<file path="src/rtl/baudgen_pkg.sv">
package baudgen_pkg;
  localparam int unsigned RATE_W_DEF   = 16;
  localparam int unsigned RUN_POS_DEF  = 7;
  localparam int unsigned MODE_POS_DEF = 12;

  typedef enum logic {
    SEL_RATE = 1'b0,
    SEL_CTRL = 1'b1
  } reg_sel_e;

  typedef enum logic {
    MODE_DIV = 1'b0,
    MODE_ACC = 1'b1
  } gen_mode_e;
endpackage

</file>
<file path="src/rtl/baudgen_regs.sv">
module baudgen_regs
  import baudgen_pkg::*;
#(
  parameter int unsigned RATE_W   = RATE_W_DEF,
  parameter int unsigned RUN_POS  = RUN_POS_DEF,
  parameter int unsigned MODE_POS = MODE_POS_DEF
) (
  input  logic              clk,
  input  logic              rst_ni,
  input  logic              wr_i,
  input  logic              sel_i,
  input  logic [RATE_W-1:0] wdata_i,
  output logic [RATE_W-1:0] rate_o,
  output logic              run_o,
  output gen_mode_e         mode_o,
  output logic              restart_o
);
  logic              rate_we, ctrl_we;
  logic [RATE_W-1:0] rate_q;
  logic              run_q;
  gen_mode_e         mode_q;

  always_comb begin
    rate_we = wr_i && (reg_sel_e'(sel_i) == SEL_RATE);
    ctrl_we = wr_i && (reg_sel_e'(sel_i) == SEL_CTRL);
  end

  always_ff @(posedge clk or negedge rst_ni) begin
    if (!rst_ni) begin
      rate_q <= '0;
    end else if (rate_we) begin
      rate_q <= wdata_i;
    end
  end

  always_ff @(posedge clk or negedge rst_ni) begin
    if (!rst_ni) begin
      run_q  <= 1'b0;
      mode_q <= MODE_DIV;
    end else if (ctrl_we) begin
      run_q  <= wdata_i[RUN_POS];
      mode_q <= gen_mode_e'(wdata_i[MODE_POS]);
    end
  end

  assign rate_o    = rate_q;
  assign run_o     = run_q;
  assign mode_o    = mode_q;
  assign restart_o = rate_we;
endmodule

</file>
<file path="src/rtl/baudgen_div.sv">
module baudgen_div #(
  parameter int unsigned RATE_W = 16
) (
  input  logic              clk,
  input  logic              rst_ni,
  input  logic              en_i,
  input  logic              restart_i,
  input  logic [RATE_W-1:0] divisor_i,
  output logic              tick_o
);
  logic [RATE_W-1:0] cnt_q, cnt_d, reload;
  logic              tick_q, tick_d, expired;

  always_comb begin
    reload  = (divisor_i <= RATE_W'(1)) ? '0 : divisor_i - RATE_W'(1);
    expired = (cnt_q == '0);
    tick_d  = en_i && !restart_i && expired;
    if (restart_i || !en_i) begin
      cnt_d = '0;
    end else if (expired) begin
      cnt_d = reload;
    end else begin
      cnt_d = cnt_q - RATE_W'(1);
    end
  end

  always_ff @(posedge clk or negedge rst_ni) begin
    if (!rst_ni) begin
      cnt_q  <= '0;
      tick_q <= 1'b0;
    end else begin
      cnt_q  <= cnt_d;
      tick_q <= tick_d;
    end
  end

  assign tick_o = tick_q;

  // an idle divider issues nothing in the next cycle
  a_r7_div_idle: assert property (@(posedge clk) disable iff (!rst_ni)
    !en_i |=> !tick_q);
  // with a divisor of two or more a tick is never followed by another
  a_r10_single_pulse: assert property (@(posedge clk) disable iff (!rst_ni)
    (en_i && tick_q && divisor_i > RATE_W'(1)) |=> !tick_q);
  // divisor 0 or 1 ticks every enabled cycle
  a_r4_every_cycle: assert property (@(posedge clk) disable iff (!rst_ni)
    (en_i && !restart_i && divisor_i <= RATE_W'(1)) |=> tick_q);
endmodule

</file>
<file path="src/rtl/baudgen_acc.sv">
module baudgen_acc #(
  parameter int unsigned RATE_W = 16
) (
  input  logic              clk,
  input  logic              rst_ni,
  input  logic              en_i,
  input  logic              restart_i,
  input  logic [RATE_W-1:0] inc_i,
  output logic              tick_o
);
  logic [RATE_W-1:0] phase_q, phase_d;
  logic [RATE_W:0]   sum;
  logic              tick_q, tick_d;

  always_comb begin
    sum = {1'b0, phase_q} + {1'b0, inc_i};
    if (restart_i || !en_i) begin
      phase_d = '0;
      tick_d  = 1'b0;
    end else begin
      phase_d = sum[RATE_W-1:0];
      tick_d  = sum[RATE_W];
    end
  end

  always_ff @(posedge clk or negedge rst_ni) begin
    if (!rst_ni) begin
      phase_q <= '0;
      tick_q  <= 1'b0;
    end else begin
      phase_q <= phase_d;
      tick_q  <= tick_d;
    end
  end

  assign tick_o = tick_q;

  // a disabled accumulator is cleared and silent
  a_r7_acc_idle: assert property (@(posedge clk) disable iff (!rst_ni)
    !en_i |=> (!tick_q && phase_q == '0));
  // a zero increment never carries
  a_r6_zero_inc: assert property (@(posedge clk) disable iff (!rst_ni)
    (en_i && inc_i == '0) |=> !tick_q);
  // a restart clears the phase
  a_r8_acc_restart: assert property (@(posedge clk) disable iff (!rst_ni)
    restart_i |=> (phase_q == '0 && !tick_q));
endmodule

</file>
<file path="src/rtl/baudgen_top.sv">
module baudgen_top
  import baudgen_pkg::*;
#(
  parameter int unsigned RATE_W   = RATE_W_DEF,
  parameter int unsigned RUN_POS  = RUN_POS_DEF,
  parameter int unsigned MODE_POS = MODE_POS_DEF,
  parameter int unsigned SYNC_N   = 2
) (
  input  logic              clk,
  input  logic              rst_n,
  input  logic              reg_wr,
  input  logic              reg_sel,
  input  logic [RATE_W-1:0] reg_wdata,
  output logic              tick_16x
);
  logic [SYNC_N-1:0] rst_sync_q;
  logic              rst_ni;
  logic [RATE_W-1:0] rate;
  logic              run, restart, en_div, en_acc, tick_div, tick_acc;
  gen_mode_e         mode;

  always_ff @(posedge clk or negedge rst_n) begin
    if (!rst_n) begin
      rst_sync_q <= '0;
    end else begin
      rst_sync_q <= {rst_sync_q[SYNC_N-2:0], 1'b1};
    end
  end
  assign rst_ni = rst_sync_q[SYNC_N-1];

  baudgen_regs #(.RATE_W(RATE_W), .RUN_POS(RUN_POS), .MODE_POS(MODE_POS)) u_regs (
    .clk(clk), .rst_ni(rst_ni), .wr_i(reg_wr), .sel_i(reg_sel),
    .wdata_i(reg_wdata), .rate_o(rate), .run_o(run), .mode_o(mode),
    .restart_o(restart)
  );

  always_comb begin
    en_div = run && (mode == MODE_DIV);
    en_acc = run && (mode == MODE_ACC);
  end

  baudgen_div #(.RATE_W(RATE_W)) u_div (
    .clk(clk), .rst_ni(rst_ni), .en_i(en_div), .restart_i(restart),
    .divisor_i(rate), .tick_o(tick_div)
  );

  baudgen_acc #(.RATE_W(RATE_W)) u_acc (
    .clk(clk), .rst_ni(rst_ni), .en_i(en_acc), .restart_i(restart),
    .inc_i(rate), .tick_o(tick_acc)
  );

  assign tick_16x = run && ((mode == MODE_ACC) ? tick_acc : tick_div);

  // a mode change never lets the new engine tick in its first cycle
  a_r9_mode_switch: assert property (@(posedge clk) disable iff (!rst_ni)
    (mode != $past(mode)) |-> !tick_16x);
  // nothing ticks while run is clear
  a_r1_stopped: assert property (@(posedge clk) disable iff (!rst_ni)
    ($past(!run) && !run) |-> (!tick_div && !tick_acc));
endmodule

</file>
<file path="config.mk">
export PLATFORM = sky130hd
export DESIGN_NAME = baudgen_top
export DESIGN_NICKNAME = d
export VERILOG_FILES = /design/src/rtl/baudgen_pkg.sv /design/src/rtl/baudgen_regs.sv /design/src/rtl/baudgen_div.sv /design/src/rtl/baudgen_acc.sv /design/src/rtl/baudgen_top.sv
export SDC_FILE = /design/constraint.sdc
export NUM_CORES = 1
export LEC_CHECK = 0
export BUFFER_PORTS_ARGS = -buffer_cell sky130_fd_sc_hd__buf_4
export CORE_MARGIN = 1
export CORE_UTILIZATION = 40
export CTS_CLUSTER_DIAMETER = 100
export DETAILED_ROUTE_END_ITERATION = 8
export GPL_ROUTABILITY_DRIVEN = 0
export SLEW_MARGIN = 5
export SYNTH_ARGS = -nofsm -noshare
export SYNTH_HDL_FRONTEND = slang
export SYNTH_SLANG_ARGS = --single-unit
</file>
<file path="constraint.sdc">
create_clock -name clk -period 2.8 [get_ports clk]
set_input_delay 0.28 -clock clk [delete_from_list [all_inputs] [get_ports clk]]
set_output_delay 0.28 -clock clk [all_outputs]
set_load 0.01 [all_outputs]
</file>
# Word level (Yosys, flattened, before mapping)
# Index checks and enable logic that the tools add are counted.
[classes]
n_addsub = 3
n_lt_le_gt_ge = 1
mux = 6
n_bitwise = 2
n_reduce_logical = 13
[op_table]
columns = ["op", "n"]
rows = [
  ["16-bit two-way mux", 4],
  ["16-bit by 1-bit subtractor with 16-bit output, second input constant", 2],
  ["16-bit by 16-bit adder with 17-bit output", 1],
  ["16-bit by 1-bit <= comparator with 1-bit output, second input constant", 1],
  ["16-bit logical NOT", 1],
  ["1-bit logical AND", 7],
  ["1-bit logical NOT", 3],
  ["1-bit logical OR", 2],
  ["1-bit two-way mux", 2],
  ["1-bit inverter", 2],
]
[totals]
regBits = 54
in_bits = 20
output_inout_bits = 1
elab_cells = 33

# Longest topological paths before layout
[logic_depth]
word_depth = 5
depth_mapped = 9
ltp_nobuf = 9

# By module
# A second synthesis with hierarchy kept.
[hier_totals]
hier_cells = 344
hier_area_um2 = 3437.0
[by_module_without_submodules]
columns = ["mod", "instances", "cells_per_inst", "area_each_um2", "seq_area_each_um2"]
rows = [
  ["baudgen_div", 1, 160, 1355.0, 425.4],
  ["baudgen_acc", 1, 137, 1260.0, 425.4],
  ["baudgen_regs", 1, 40, 735.7, 450.4],
  ["baudgen_top", 1, 7, 86.3, 50.0],
]

# Worst setup path before layout
# No wires, ideal clock.
[synth_path]
path_type = "register -> register"
from = "register u_regs.rate_q[0] (netlist: u_regs.rate_o[0])"
to = "register u_acc.phase_q[14]"
setup_time_ns = 0.087
arrival_time_ns = 2.019
t_required_ns = 2.713
slack_ns = 0.695
stages_incl_launch_ff = 10
path_buffers = 0
synth_period_minus_slack_ns = 2.105
cell_sequence = "dfrtp_1 > ha_1 > inv_1 > fa_1 > nor2b_1 > o31a_1 > o32ai_2 > nor3_1 > mux2_1 > o211ai_1"
[synth_via]
elab_chain_len = 2
[synth_lines]
columns = ["item", "line_no", "source"]
rows = [
  ["start, declared", "baudgen_regs.sv:19", "logic [RATE_W-1:0] rate_q;"],
  ["start signal, assigned", "baudgen_regs.sv:32", "rate_q <= wdata_i;"],
  ["16-bit by 16-bit adder with 17-bit output", "baudgen_acc.sv:16", "sum = {1'b0, phase_q} + {1'b0, inc_i};"],
  ["16-bit two-way mux", "baudgen_acc.sv:17", "if (restart_i || !en_i) begin"],
  ["net u_acc.phase_d[14]", "baudgen_acc.sv:11", "logic [RATE_W-1:0] phase_q, phase_d;"],
  ["end signal, assigned", "baudgen_acc.sv:31", "phase_q <= phase_d;"],
  ["end, declared", "baudgen_acc.sv:11", ""],
]
# The timed path passes the listed nets, and every way through them passes these cells.
# A chain may end at the register's enable or synchronous reset.

# Worst setup path in the final report
[layout_path]
from = "register u_regs.rate_q[0] (netlist: u_regs.rate_o[0])"
to = "register u_acc.tick_q (netlist: u_acc.tick_o)"
[layout_via]
elab_chain_len = 2
[layout_lines]
columns = ["item", "line_no", "source"]
rows = [
  ["16-bit by 16-bit adder with 17-bit output", "baudgen_acc.sv:16", ""],
  ["1-bit two-way mux", "baudgen_acc.sv:17", ""],
  ["net u_acc.tick_d", "baudgen_acc.sv:13", "logic tick_q, tick_d;"],
  ["end signal, assigned", "baudgen_acc.sv:32", "tick_q <= tick_d;"],
  ["end, declared", "baudgen_acc.sv:13", ""],
]
# The timed path passes the listed nets, and every way through them passes these cells.

==> out/metrics.yaml <==
status: "finished, final reports clean"
fp.dieArea_um2: 8640
clockBufferDepth: 2
final_nets: 432
synth_async_sr_flop_share: 1.00
grt_pass1_vias: 2599
synth_xor_area_frac: 0.0794
clk_pin_slew_ns: 0.10
drc: 0
cp_max_fo: 5
avgSynthCellArea_um2: 9.04
globalRouteOverflowTotal: 0
synth.mux.area_fraction: 0.0163
start_kind: "flip-flop"
hpwl_um: 5410
io_pins: 21
antenna_cells: 0
min_period_ns: 2.41
hold_viol_final: 0
synth-edff-count: 0
max-vdd-ir-drop_mv: 0.277
die_h_um: 93.0
post_synth_num_cell_types: 50
antenna_found_initial: 0
start_util: 0.422
fin_worst_skew_ns: 0.00941
cp-end-kind: "flip-flop"
wl_per_cell_um: 14.6
synth_compound_area_frac: 0.135
worstPathRequired_ns: 3.04
yosysTopAreaCellShare: 0.408
mappedNetlistNets: 407
cts-root-buf: "clkbuf_8"
row_count: 32
worstPathArrival_ns: 2.65
rrSetupSlack_ns: 0.39
drtIter0Drc: 113
synthTopCellsByCount: "nand2_1 (63), dfrtp_1 (54), nor2_1 (44)"
area_growth_syn_to_layout_pct: 12.4
yosys.area_share.simple: 0.255
path_class: "reg2reg"
place_area_um2: 3600
cts_tree: "built"
cts_inserted_buffers: 5
drt-vias-per-instance: 5.24
yosysTopAreaCell: "dfrtp_1"
grt_setup_unrepaired: "false"
synth_area_um2: 3310
synthTopCellsByArea: "dfrtp_1 (41%), ha_1 (7.6%), nand2_1 (7.1%)"
ys.flop_type: "dfrtp_1"
fin_crit_sh: 0.861
cts_resized: 0
clk_latency_ns: 0.31
ys_seq_elements: 54
coreArea_um2: 7850
slew_viol_final: 0
final_util: 0.474
io_buffers: 20
vias: 2591
die_w_um: 93.0
grt_usage: 0.184
maxCapViolCount: 0
cts_sinks: 54
drive_gt1_frac: 0.122
whs_ns: 0.154
max_freq_ghz: 0.415
leakage_nw: 1.76
yosys.area_share.adder: 0.0817
setup_tns_ns: 0
synth_most_common_cell: "nand2_1"
grt_pass1_wl_um: 12500
crit_chain: "ha_1, inv_1, fa_1, nor2b_1, o31a_1, o32ai_2, o31ai_1, nand4_1, a21oi_1"
critPathSlowestCell: "dfrtp_1"
yosys_warnings: 0
grt_start_max_net_pins: 37
first_pass_iters: 4
synth_top_family_by_area: "simple AND/OR/NAND/NOR gates"
max-slew-margin-rel: 0.528
tightestPinTransition_ns: 0.706
design_area_um2: 3720
synth_cells: 366
synth-seq-area-share: 0.408
min_path_type: "in2reg"
postRouteAntennaNets: 0
wirelength_um: 7230
htree_levels: 2
slowest_delay_ns: 0.43
finalSetupViolCount: 0
powerDensity_nw_per_um2: 780
[final cells by class]
cell class,count,area (um^2)
fillers,785,4130
well taps,102,128
clock buffers,8,110
multi-input cells,293,1880
flip-flops and latches,54,1350
inverters,8,30.0
repair buffers,29,220
[where the power goes]
group	leakage (nW)	switching, mW	internal (mW)	total (mW)
Clock	0.0575	0.261	0.250	0.512
Sequential	0.708	0.120	0.893	1.01
Combinational	0.995	0.771	0.606	1.38
[critical path: cells and delay by family, from the launching register on]
| family | cells | cell delay [ns] |
|---|---|---|
| AO/OA/AOI/OAI | 4 | 0.91 |
| adder cells (fa/ha/maj) | 2 | 0.58 |
| buffers and inverters | 1 | 0.06 |
| flip-flops | 1 | 0.43 |
| AND/OR/NAND/NOR | 2 | 0.37 |
[cells by family (layout without fill, tap and decap cells)]
family / Yosys count / after routing
adders and majority gates: 21 / 21
xor gates and xnor gates: 30 / 30
other: 1 / 1
AOI/OAI and AO/OA: 65 / 65
and+or+nand+nor: 171 / 171
buffers and inverters: 19 / 45
muxes: 5 / 5
DFF: 54 / 54
[sequential cells by signal, indices dropped and copies added (netlist names)]
register / cells
u_acc.phase_q: 16
u_div.cnt_q: 16
u_regs.rate_o: 16
rst_sync_q: 2
u_acc.tick_o: 1
u_div.tick_o: 1
u_regs.mode_o: 1
u_regs.run_o: 1
[through the flow]
stage | std cells | power, mW | worst slack (ns)
floorplan | 366 | 2.11 | 0.695
global placement | 485 | 2.38 | 0.567
detailed placement | 485 | 2.39 | 0.426
CTS | 494 | 2.92 | 0.399
global route | 494 | 3.13 | 0.123
finish | 494 | 2.90 | 0.390
[what timing repair did]
item                                   CTS  global route
endpoints found under the hold margin    2             0
setup buffers                            0             0
hold buffers                             1             0
[per-layer routing]
layer	global-route usage	part of all wire
met2	0.314	0.49
met4	0.0513	0.0093
met5	0	0
met3	0.0246	0.018
met1	0.244	0.49
[cells in the final DEF, fill, tap and decap left out, drive strengths merged, types with 4 or more instances in the layout]
cell / instances
nand2: 64
dfrtp: 54
nor2: 44
buf: 28
ha: 20
a21oi: 19
xnor2: 16
xor2: 14
nor3: 13
nand3: 9
a22oi: 9
o21ai: 9
inv: 8
clkbuf: 8
nor2b: 6
nor3b: 5
a211oi: 5
nand4: 5
o21a: 5
nor4: 5
and2: 4
a21o: 4
a31oi: 4
[final timing paths]
path                                               from                            to  cells after the start
max                        u_regs.rate_o[0]$_DFFE_PN0P_        u_acc.tick_o$_DFF_PN0_                      9
min                                        reg_wdata[8]  u_regs.rate_o[8]$_DFFE_PN0P_                      3
max reg2reg                u_regs.rate_o[0]$_DFFE_PN0P_        u_acc.tick_o$_DFF_PN0_                      9
min reg2reg                     rst_sync_q[1]$_DFF_PN0_      u_div.cnt_q[7]$_DFF_PN0_                      0
max in group asynchronous       rst_sync_q[1]$_DFF_PN0_    u_acc.phase_q[0]$_DFF_PN0_                      1
min in group asynchronous       rst_sync_q[1]$_DFF_PN0_      u_div.cnt_q[7]$_DFF_PN0_                      0
No activity file was read; power rests on OpenSTA's default activity.
